--- src/rtl/isdn_bslot_pkg.sv ---
package isdn_bslot_pkg;
  typedef enum logic {
    FMT_HALF   = 1'b0,
    FMT_SINGLE = 1'b1
  } frame_fmt_e;
endpackage

--- src/rtl/isdn_pin_sync.sv ---
module isdn_pin_sync #(
  parameter int WIDTH  = 1,
  parameter int STAGES = 2
) (
  input  logic             clk,
  input  logic             rst,
  input  logic [WIDTH-1:0] pin_i,
  output logic [WIDTH-1:0] lvl_o
);
  generate
    for (genvar g = 0; g < WIDTH; g++) begin : g_bit
      logic [STAGES-1:0] chain;
      always_ff @(posedge clk) begin
        if (rst) chain <= '0;
        else     chain <= {chain[STAGES-2:0], pin_i[g]};
      end
      assign lvl_o[g] = chain[STAGES-1];
    end
  endgenerate
endmodule

--- src/rtl/isdn_fmt_vote.sv ---
module isdn_fmt_vote
  import isdn_bslot_pkg::*;
#(
  parameter int         CONFIRM  = 2,
  parameter frame_fmt_e INIT_FMT = FMT_HALF
) (
  input  logic       clk,
  input  logic       rst,
  input  logic       sample_i,
  input  logic       pin_i,
  output frame_fmt_e fmt_o,
  output frame_fmt_e fmt_nx_o
);
  localparam int CNT_W = $clog2(CONFIRM + 1);

  frame_fmt_e cand_q, cand_n, fmt_q, fmt_n;
  logic [CNT_W-1:0] cnt_q, cnt_n;

  always_comb begin
    cand_n = cand_q;
    cnt_n  = cnt_q;
    fmt_n  = fmt_q;
    if (sample_i) begin
      if (frame_fmt_e'(pin_i) != cand_q) begin
        cand_n = frame_fmt_e'(pin_i);
        cnt_n  = CNT_W'(1);
      end else if (cnt_q < CNT_W'(CONFIRM)) begin
        cnt_n = cnt_q + 1'b1;
      end
      if (cnt_n >= CNT_W'(CONFIRM) && cand_n != fmt_q) fmt_n = cand_n;
    end
  end

  always_ff @(posedge clk) begin
    if (rst) begin
      cand_q <= INIT_FMT;
      cnt_q  <= CNT_W'(CONFIRM);
      fmt_q  <= INIT_FMT;
    end else begin
      cand_q <= cand_n;
      cnt_q  <= cnt_n;
      fmt_q  <= fmt_n;
    end
  end

  assign fmt_o    = fmt_q;
  assign fmt_nx_o = fmt_n;
endmodule

--- src/rtl/isdn_slot_timer.sv ---
module isdn_slot_timer
  import isdn_bslot_pkg::*;
#(
  parameter int DATA_BITS   = 8,
  parameter int B1_START_SP = 1,
  parameter int B2_START_SP = 11,
  parameter int BIT_W       = $clog2(DATA_BITS)
) (
  input  logic             clk,
  input  logic             rst,
  input  frame_fmt_e       fmt_i,
  input  logic             chan_i,
  input  logic             rise_i,
  input  logic             fall_i,
  input  logic             sync_i,
  output logic             mark_o,
  output logic             chan_q_o,
  output logic             tx_upd_o,
  output logic             tx_en_o,
  output logic [BIT_W-1:0] tx_bit_o,
  output logic             rx_take_o,
  output logic [BIT_W-1:0] rx_bit_o
);
  localparam int HALF_SPAN = 2 * DATA_BITS;
  localparam int LAST_IDX  = 2 * HALF_SPAN;
  localparam int IDX_W     = $clog2(LAST_IDX + 2);

  logic [IDX_W-1:0] ridx, fidx, r_now, f_now, base, r_off, f_off;
  logic sync_at_rise, sync_at_fall, chan_q, chan_now, mark;
  frame_fmt_e frm_fmt, fmt_now;

  function automatic logic [IDX_W-1:0] bump(input logic [IDX_W-1:0] v);
    return (&v) ? v : v + 1'b1;
  endfunction

  always_comb begin
    if (fmt_i == FMT_HALF) mark = rise_i & sync_i & ~sync_at_rise;
    else                   mark = fall_i & sync_i & ~sync_at_fall;
    fmt_now  = mark ? fmt_i : frm_fmt;
    chan_now = mark ? chan_i : chan_q;
    r_now    = (mark && fmt_i == FMT_HALF) ? '0 : bump(ridx);
    f_now    = bump(fidx);
    if (fmt_now == FMT_HALF) base = chan_now ? IDX_W'(HALF_SPAN) : '0;
    else base = chan_now ? IDX_W'(B2_START_SP) : IDX_W'(B1_START_SP);
    r_off = r_now - base;
    f_off = f_now - base;
    if (fmt_now == FMT_HALF) begin
      tx_en_o   = (r_now >= base) && (r_off < IDX_W'(HALF_SPAN));
      tx_bit_o  = r_off[BIT_W:1];
      rx_take_o = rise_i & tx_en_o & r_off[0];
      rx_bit_o  = r_off[BIT_W:1];
    end else begin
      tx_en_o   = (r_now >= base) && (r_off < IDX_W'(DATA_BITS));
      tx_bit_o  = r_off[BIT_W-1:0];
      rx_take_o = fall_i & ~mark & (f_now >= base) && (f_off < IDX_W'(DATA_BITS));
      rx_bit_o  = f_off[BIT_W-1:0];
    end
  end

  always_ff @(posedge clk) begin
    if (rst) begin
      ridx         <= '1;
      fidx         <= '1;
      sync_at_rise <= 1'b0;
      sync_at_fall <= 1'b0;
      frm_fmt      <= FMT_HALF;
      chan_q       <= 1'b0;
    end else begin
      if (rise_i) sync_at_rise <= sync_i;
      if (fall_i) sync_at_fall <= sync_i;
      if (mark) begin
        frm_fmt <= fmt_i;
        chan_q  <= chan_i;
        ridx    <= '0;
        fidx    <= '0;
      end else begin
        if (rise_i) ridx <= bump(ridx);
        if (fall_i) fidx <= bump(fidx);
      end
    end
  end

  assign mark_o   = mark;
  assign chan_q_o = chan_q;
  assign tx_upd_o = rise_i;
endmodule

--- src/rtl/isdn_lane.sv ---
module isdn_lane #(
  parameter int DATA_BITS = 8,
  parameter int BIT_W     = $clog2(DATA_BITS)
) (
  input  logic                 clk,
  input  logic                 rst,
  input  logic                 load_i,
  input  logic [DATA_BITS-1:0] tx_byte_i,
  input  logic                 tx_upd_i,
  input  logic                 tx_en_i,
  input  logic [BIT_W-1:0]     tx_bit_i,
  input  logic                 rx_take_i,
  input  logic [BIT_W-1:0]     rx_bit_i,
  input  logic                 rx_pin_i,
  output logic                 tx_o,
  output logic                 tx_oe_o,
  output logic [DATA_BITS-1:0] rx_byte_o,
  output logic                 rx_valid_o
);
  localparam logic [BIT_W-1:0] TOP_BIT = BIT_W'(DATA_BITS - 1);

  logic [DATA_BITS-1:0] hold, src, rx_sh, rx_next;
  logic tx_pick;

  always_comb begin
    src     = load_i ? tx_byte_i : hold;
    tx_pick = src[TOP_BIT - tx_bit_i];
    rx_next = rx_sh;
    rx_next[TOP_BIT - rx_bit_i] = rx_pin_i;
  end

  always_ff @(posedge clk) begin
    if (rst) begin
      hold       <= '0;
      rx_sh      <= '0;
      tx_o       <= 1'b0;
      tx_oe_o    <= 1'b0;
      rx_byte_o  <= '0;
      rx_valid_o <= 1'b0;
    end else begin
      rx_valid_o <= 1'b0;
      if (load_i) hold <= tx_byte_i;
      if (tx_upd_i) begin
        tx_oe_o <= tx_en_i;
        tx_o    <= tx_en_i & tx_pick;
      end
      if (rx_take_i) begin
        rx_sh <= rx_next;
        if (rx_bit_i == TOP_BIT) begin
          rx_byte_o  <= rx_next;
          rx_valid_o <= 1'b1;
        end
      end
    end
  end
endmodule

--- src/rtl/isdn_bslot_port.sv ---
module isdn_bslot_port
  import isdn_bslot_pkg::*;
#(
  parameter int DATA_BITS   = 8,
  parameter int SYNC_STAGES = 2,
  parameter int CONFIRM     = 2,
  parameter int B1_START_SP = 1,
  parameter int B2_START_SP = 11
) (
  input  logic                 clk,
  input  logic                 rst,
  input  logic                 dclk_i,
  input  logic                 sync_i,
  input  logic                 fmt_sel_i,
  input  logic                 chan_sel_i,
  input  logic                 rx_pin_i,
  input  logic [DATA_BITS-1:0] tx_byte_i,
  output logic                 tx_o,
  output logic                 tx_oe_o,
  output logic [DATA_BITS-1:0] rx_byte_o,
  output logic                 rx_valid_o
);
  localparam int BIT_W = $clog2(DATA_BITS);

  logic [4:0] pins_s;
  logic dclk_s, sync_s, fmt_s, chan_s, rx_s;
  logic dclk_d, sync_d;
  logic dclk_rise, dclk_fall, sync_rise;
  logic frame_mark, chan_q, tx_upd, tx_en, rx_take;
  logic [BIT_W-1:0] tx_bit, rx_bit;
  frame_fmt_e fmt_q, fmt_nx;

  isdn_pin_sync #(.WIDTH(5), .STAGES(SYNC_STAGES)) u_sync (
    .clk(clk), .rst(rst),
    .pin_i({rx_pin_i, chan_sel_i, fmt_sel_i, sync_i, dclk_i}),
    .lvl_o(pins_s)
  );
  assign {rx_s, chan_s, fmt_s, sync_s, dclk_s} = pins_s;

  always_ff @(posedge clk) begin
    if (rst) begin
      dclk_d <= 1'b0;
      sync_d <= 1'b0;
    end else begin
      dclk_d <= dclk_s;
      sync_d <= sync_s;
    end
  end
  assign dclk_rise = dclk_s & ~dclk_d;
  assign dclk_fall = ~dclk_s & dclk_d;
  assign sync_rise = sync_s & ~sync_d;

  isdn_fmt_vote #(.CONFIRM(CONFIRM), .INIT_FMT(FMT_HALF)) u_vote (
    .clk(clk), .rst(rst), .sample_i(sync_rise), .pin_i(fmt_s),
    .fmt_o(fmt_q), .fmt_nx_o(fmt_nx)
  );

  isdn_slot_timer #(
    .DATA_BITS(DATA_BITS), .B1_START_SP(B1_START_SP),
    .B2_START_SP(B2_START_SP), .BIT_W(BIT_W)
  ) u_timer (
    .clk(clk), .rst(rst), .fmt_i(fmt_nx), .chan_i(chan_s),
    .rise_i(dclk_rise), .fall_i(dclk_fall), .sync_i(sync_s),
    .mark_o(frame_mark), .chan_q_o(chan_q),
    .tx_upd_o(tx_upd), .tx_en_o(tx_en), .tx_bit_o(tx_bit),
    .rx_take_o(rx_take), .rx_bit_o(rx_bit)
  );

  isdn_lane #(.DATA_BITS(DATA_BITS), .BIT_W(BIT_W)) u_lane (
    .clk(clk), .rst(rst), .load_i(frame_mark), .tx_byte_i(tx_byte_i),
    .tx_upd_i(tx_upd), .tx_en_i(tx_en), .tx_bit_i(tx_bit),
    .rx_take_i(rx_take), .rx_bit_i(rx_bit), .rx_pin_i(rx_s),
    .tx_o(tx_o), .tx_oe_o(tx_oe_o), .rx_byte_o(rx_byte_o),
    .rx_valid_o(rx_valid_o)
  );
endmodule

--- config.mk ---
export PLATFORM = sky130hd
export DESIGN_NAME = isdn_bslot_port
export DESIGN_NICKNAME = d
export VERILOG_FILES = /design/src/rtl/isdn_bslot_pkg.sv /design/src/rtl/isdn_pin_sync.sv /design/src/rtl/isdn_fmt_vote.sv /design/src/rtl/isdn_slot_timer.sv /design/src/rtl/isdn_lane.sv /design/src/rtl/isdn_bslot_port.sv
export SDC_FILE = /design/constraint.sdc
export NUM_CORES = 1
export LEC_CHECK = 0
export ABC_AREA = 1
export BUFFER_PORTS_ARGS = -buffer_cell sky130_fd_sc_hd__buf_2
export CAP_MARGIN = 5
export CORE_MARGIN = 2
export CORE_UTILIZATION = 45
export DETAILED_ROUTE_END_ITERATION = 16
export PLACE_DENSITY = 0.7
export SYNTH_ARGS = -nofsm -noshare
export SYNTH_HDL_FRONTEND = slang
export SYNTH_SLANG_ARGS = --single-unit
--- constraint.sdc ---
create_clock -name clk -period 9.2 [get_ports clk]
set_input_delay 1.38 -clock clk [delete_from_list [all_inputs] [get_ports clk]]
set_output_delay 1.38 -clock clk [all_outputs]
set_load 0.1 [all_outputs]
==> flow_summary.ini <==
[sta]
maxSlewHeadroom_pct = 48.8
grt_setup_unrepaired = false
max_freq_mhz = 247
finalSetupViolCount = 0
fin_skew_ns = 0.0120
finalCritPeriodShare_pct = 44.1
finalMaxSlewViolations = 0
hold_viol_final = 0
worstMarginPinSlew_ns = 0.768
period_needed_ns = 4.05
tns_ns = 0

[synthesis]
synth_area_per_cell_sq_um = 7.43
async_flop_share_pct = 0
synth_edf_count = 0
yosysTopAreaCell = dfxtp_1
synth_top_cells_by_count = nand2_1 (93), dfxtp_1 (58), nor2_1 (58)
synth_top_area_share_pct = 36.0
synthFlopType = dfxtp_1
synth.distinct_cells = 43
postSynthCellCount = 434
netlist_area_sq_um = 3230
synth_area_leaders = dfxtp_1 (36%), nand2_1 (11%), nor2_1 (6.7%)
synth-seq-area-share_pct = 36.0
syn_nets = 464
synth-seq-cells = 58
yosysWarningCount = 0
synth_most_common_cell = nand2_1

[route]
wirelength_microns = 6150
dr.pass1.iters = 5
vias_per_cell = 4.91
dr_total_vias = 2748
drc = 0
dr.first_iter.drc_count = 165
wl_per_cell_microns = 11.0
ant_nets = 0

[cells_and_area]
nNetsFinal = 489
fillers = 653
layout-drive-gt1-share_pct = 17.7
syn_to_final_growth_pct = 11.8
antennaDiodeCount = 0

[worst_hold_path]
holdCritPathClass = reg -> reg

[floorplan]
coreArea_sq_um = 6870
ios = 26
initial_utilization_pct = 47.0
fp-row-count = 30
die-area_sq_um = 7860
fp.dieH_microns = 88.7
die_x_microns = 88.7

[pwr]
pwr_density_cell_nw_per_um2 = 186
power_mw = 0.672
worst_ir_drop_vdd_mv = 0.110
p_leak_nw = 1.74

[critical_path]
worstPathRequired_ns = 9.44
worstSetupEndpointType = register
criticalPathCategory = reg -> reg
cp-start-kind = register
cp_slowest_cell = nand2_1
max_stage_delay_ns = 0.39
crit_arrival_ns = 4.30
crit_top_cell = nand2_1
cp_max_fo = 23
critical_path.top_delay_family = simple AND/OR/NAND/NOR gates
critical_path_buf_inv_count = 2
worstPathCellList = inv_1, ha_1, inv_1, nor2_4, nand2_2, nand2_4, nand2_1, nand2_2, nand2_1, nand2_1, o21a_1, nand2_1, ha_1, a21oi_1, nand2_1, nand2_1, nand2_1, a21oi_2, nand4_2, nand2_4, nand2_4, nor2_1, nor2_1

[run]
cap_violations = 0

[clocking]
clock_path_buffers = 2
cts_inserted_buffers = 9
hold_buffers = 0
ctsRootBufferMaster = clkbuf_8
post_cts_resized = 0
cts_setup_buffers = 0
clock-sinks = 58
clk_pin_slew_ns = 0.07
cts_tree = built
clock_latency_ns = 0.34
cts_max_level = 3

[global_route]
grt_pass1_vias = 2563
antenna_found_initial = 0
grt_max_degree = 45
grt_usage_pct = 17.9
grt_pass1_wl_microns = 11000
grt.overflow.total = 0

[place]
portBuffers = 25
gp_congestion = 0.892
hpwl_microns = 4580

[run_status]
status = completed
[state kept, by name, summed over array words and instances, names as in the netlist]
name and count:
u_sync.g_bit.chain 10, u_lane.hold 8, u_lane.rx_byte_o 8, u_lane.rx_sh 7
u_timer.fidx 6, u_timer.ridx 6, u_vote.cnt_q 2, dclk_d 1
sync_d 1, u_lane.rx_valid_o 1, u_lane.tx_o 1, u_lane.tx_oe_o 1
u_timer.chan_q_o 1, u_timer.frm_fmt 1, u_timer.sync_at_fall 1, u_timer.sync_at_rise 1
u_vote.cand_q 1, u_vote.fmt_o 1
[layer usage]
metal / GRT usage, % / routed length, microns / vias up
li1: - / - / 1452
met1: 22.3 / 2920 / 1232
met2: 28.6 / 2830 / 52
met3: 5.41 / 277 / 12
met4: 7.71 / 122 / 0
met5: 0 / 0 / -
[final timing paths]
kind,startpoint,to,slack [ns],depth (start not counted)
setup / recovery,u_vote.cand_q,u_lane.rx_byte_o[5],5.15,23
hold / removal,u_sync.g_bit[0].chain[0],u_sync.g_bit[0].chain[1],0.40,2
setup reg to reg,u_vote.cand_q,u_lane.rx_byte_o[5],5.15,23
hold reg to reg,u_sync.g_bit[0].chain[0],u_sync.g_bit[0].chain[1],0.40,2
[logic make-up after synthesis]
family	share of synthesized area (%)
flops	36.0
buf+inv	9.85
simple gates	32.8
mux	0.698
xor+xnor	1.86
fa+ha+maj	6.28
compound gates	12.5
[power breakdown]
group | switching, mW | internal [mW] | total (mW)
logic | 0.103 | 0.0526 | 0.155
clock network | 0.101 | 0.152 | 0.253
registers | 0.00531 | 0.258 | 0.264
total | 0.209 | 0.463 | 0.672
[through the flow]
step	instances	util (%)	hold slack [ns]	worst slack (ns)	area (sq um)
after floorplan	434	-	0.388	5.75	3230
after global placement	544	49.4	0.389	5.36	3390
after detailed placement	544	49.4	0.396	5.16	3390
after CTS	560	52.5	0.407	5.14	3600
after global routing	560	52.5	0.424	4.73	3600
final	560	52.5	0.405	5.15	3600
[worst reg2reg max path, stage by stage (launching register included)]
cell     delay (ns)
dfxtp_1        0.35
inv_1          0.05
ha_1           0.29
inv_1          0.07
nor2_4         0.12
nand2_2        0.09
nand2_4        0.08
nand2_1        0.06
nand2_2        0.13
nand2_1        0.39
nand2_1        0.17
o21a_1         0.18
nand2_1        0.20
ha_1           0.36
a21oi_1        0.24
nand2_1        0.11
nand2_1        0.08
nand2_1        0.06
a21oi_2        0.15
nand4_2        0.21
nand2_4        0.22
nand2_4        0.13
nor2_1         0.14
nor2_1         0.06
[cell usage in the layout, fill, tap and decap left out, types with 3 or more instances in the layout]
| master | netlist | final |
|---|---|---|
| nor2_1 | 58 | 58 |
| ha_1 | 13 | 13 |
| nand2_2 | 11 | 11 |
| buf_2 | 0 | 25 |
| inv_1 | 57 | 57 |
| nand3_1 | 34 | 34 |
| a21oi_1 | 16 | 16 |
| xnor2_1 | 3 | 3 |
| clkbuf_8 | 0 | 9 |
| nand2_4 | 4 | 4 |
| o21ai_0 | 23 | 23 |
| nor2_2 | 3 | 3 |
| a221o_1 | 11 | 11 |
| nand2_1 | 93 | 93 |
| dfxtp_1 | 58 | 58 |
| inv_2 | 5 | 5 |
[area by class of cell]
cell class | count | area (sq um) | area share [%]
inverter | 63 | 241 | 6.70
tap | 96 | 120 | 3.33
multi-input combinational | 302 | 1750 | 48.5
timing repair buffer | 25 | 125 | 3.47
sequential | 58 | 1160 | 32.2
clock inverter | 5 | 78.8 | 2.19
clock buffer | 11 | 131 | 3.64
Note: power is estimated with default switching activity, not from simulation.
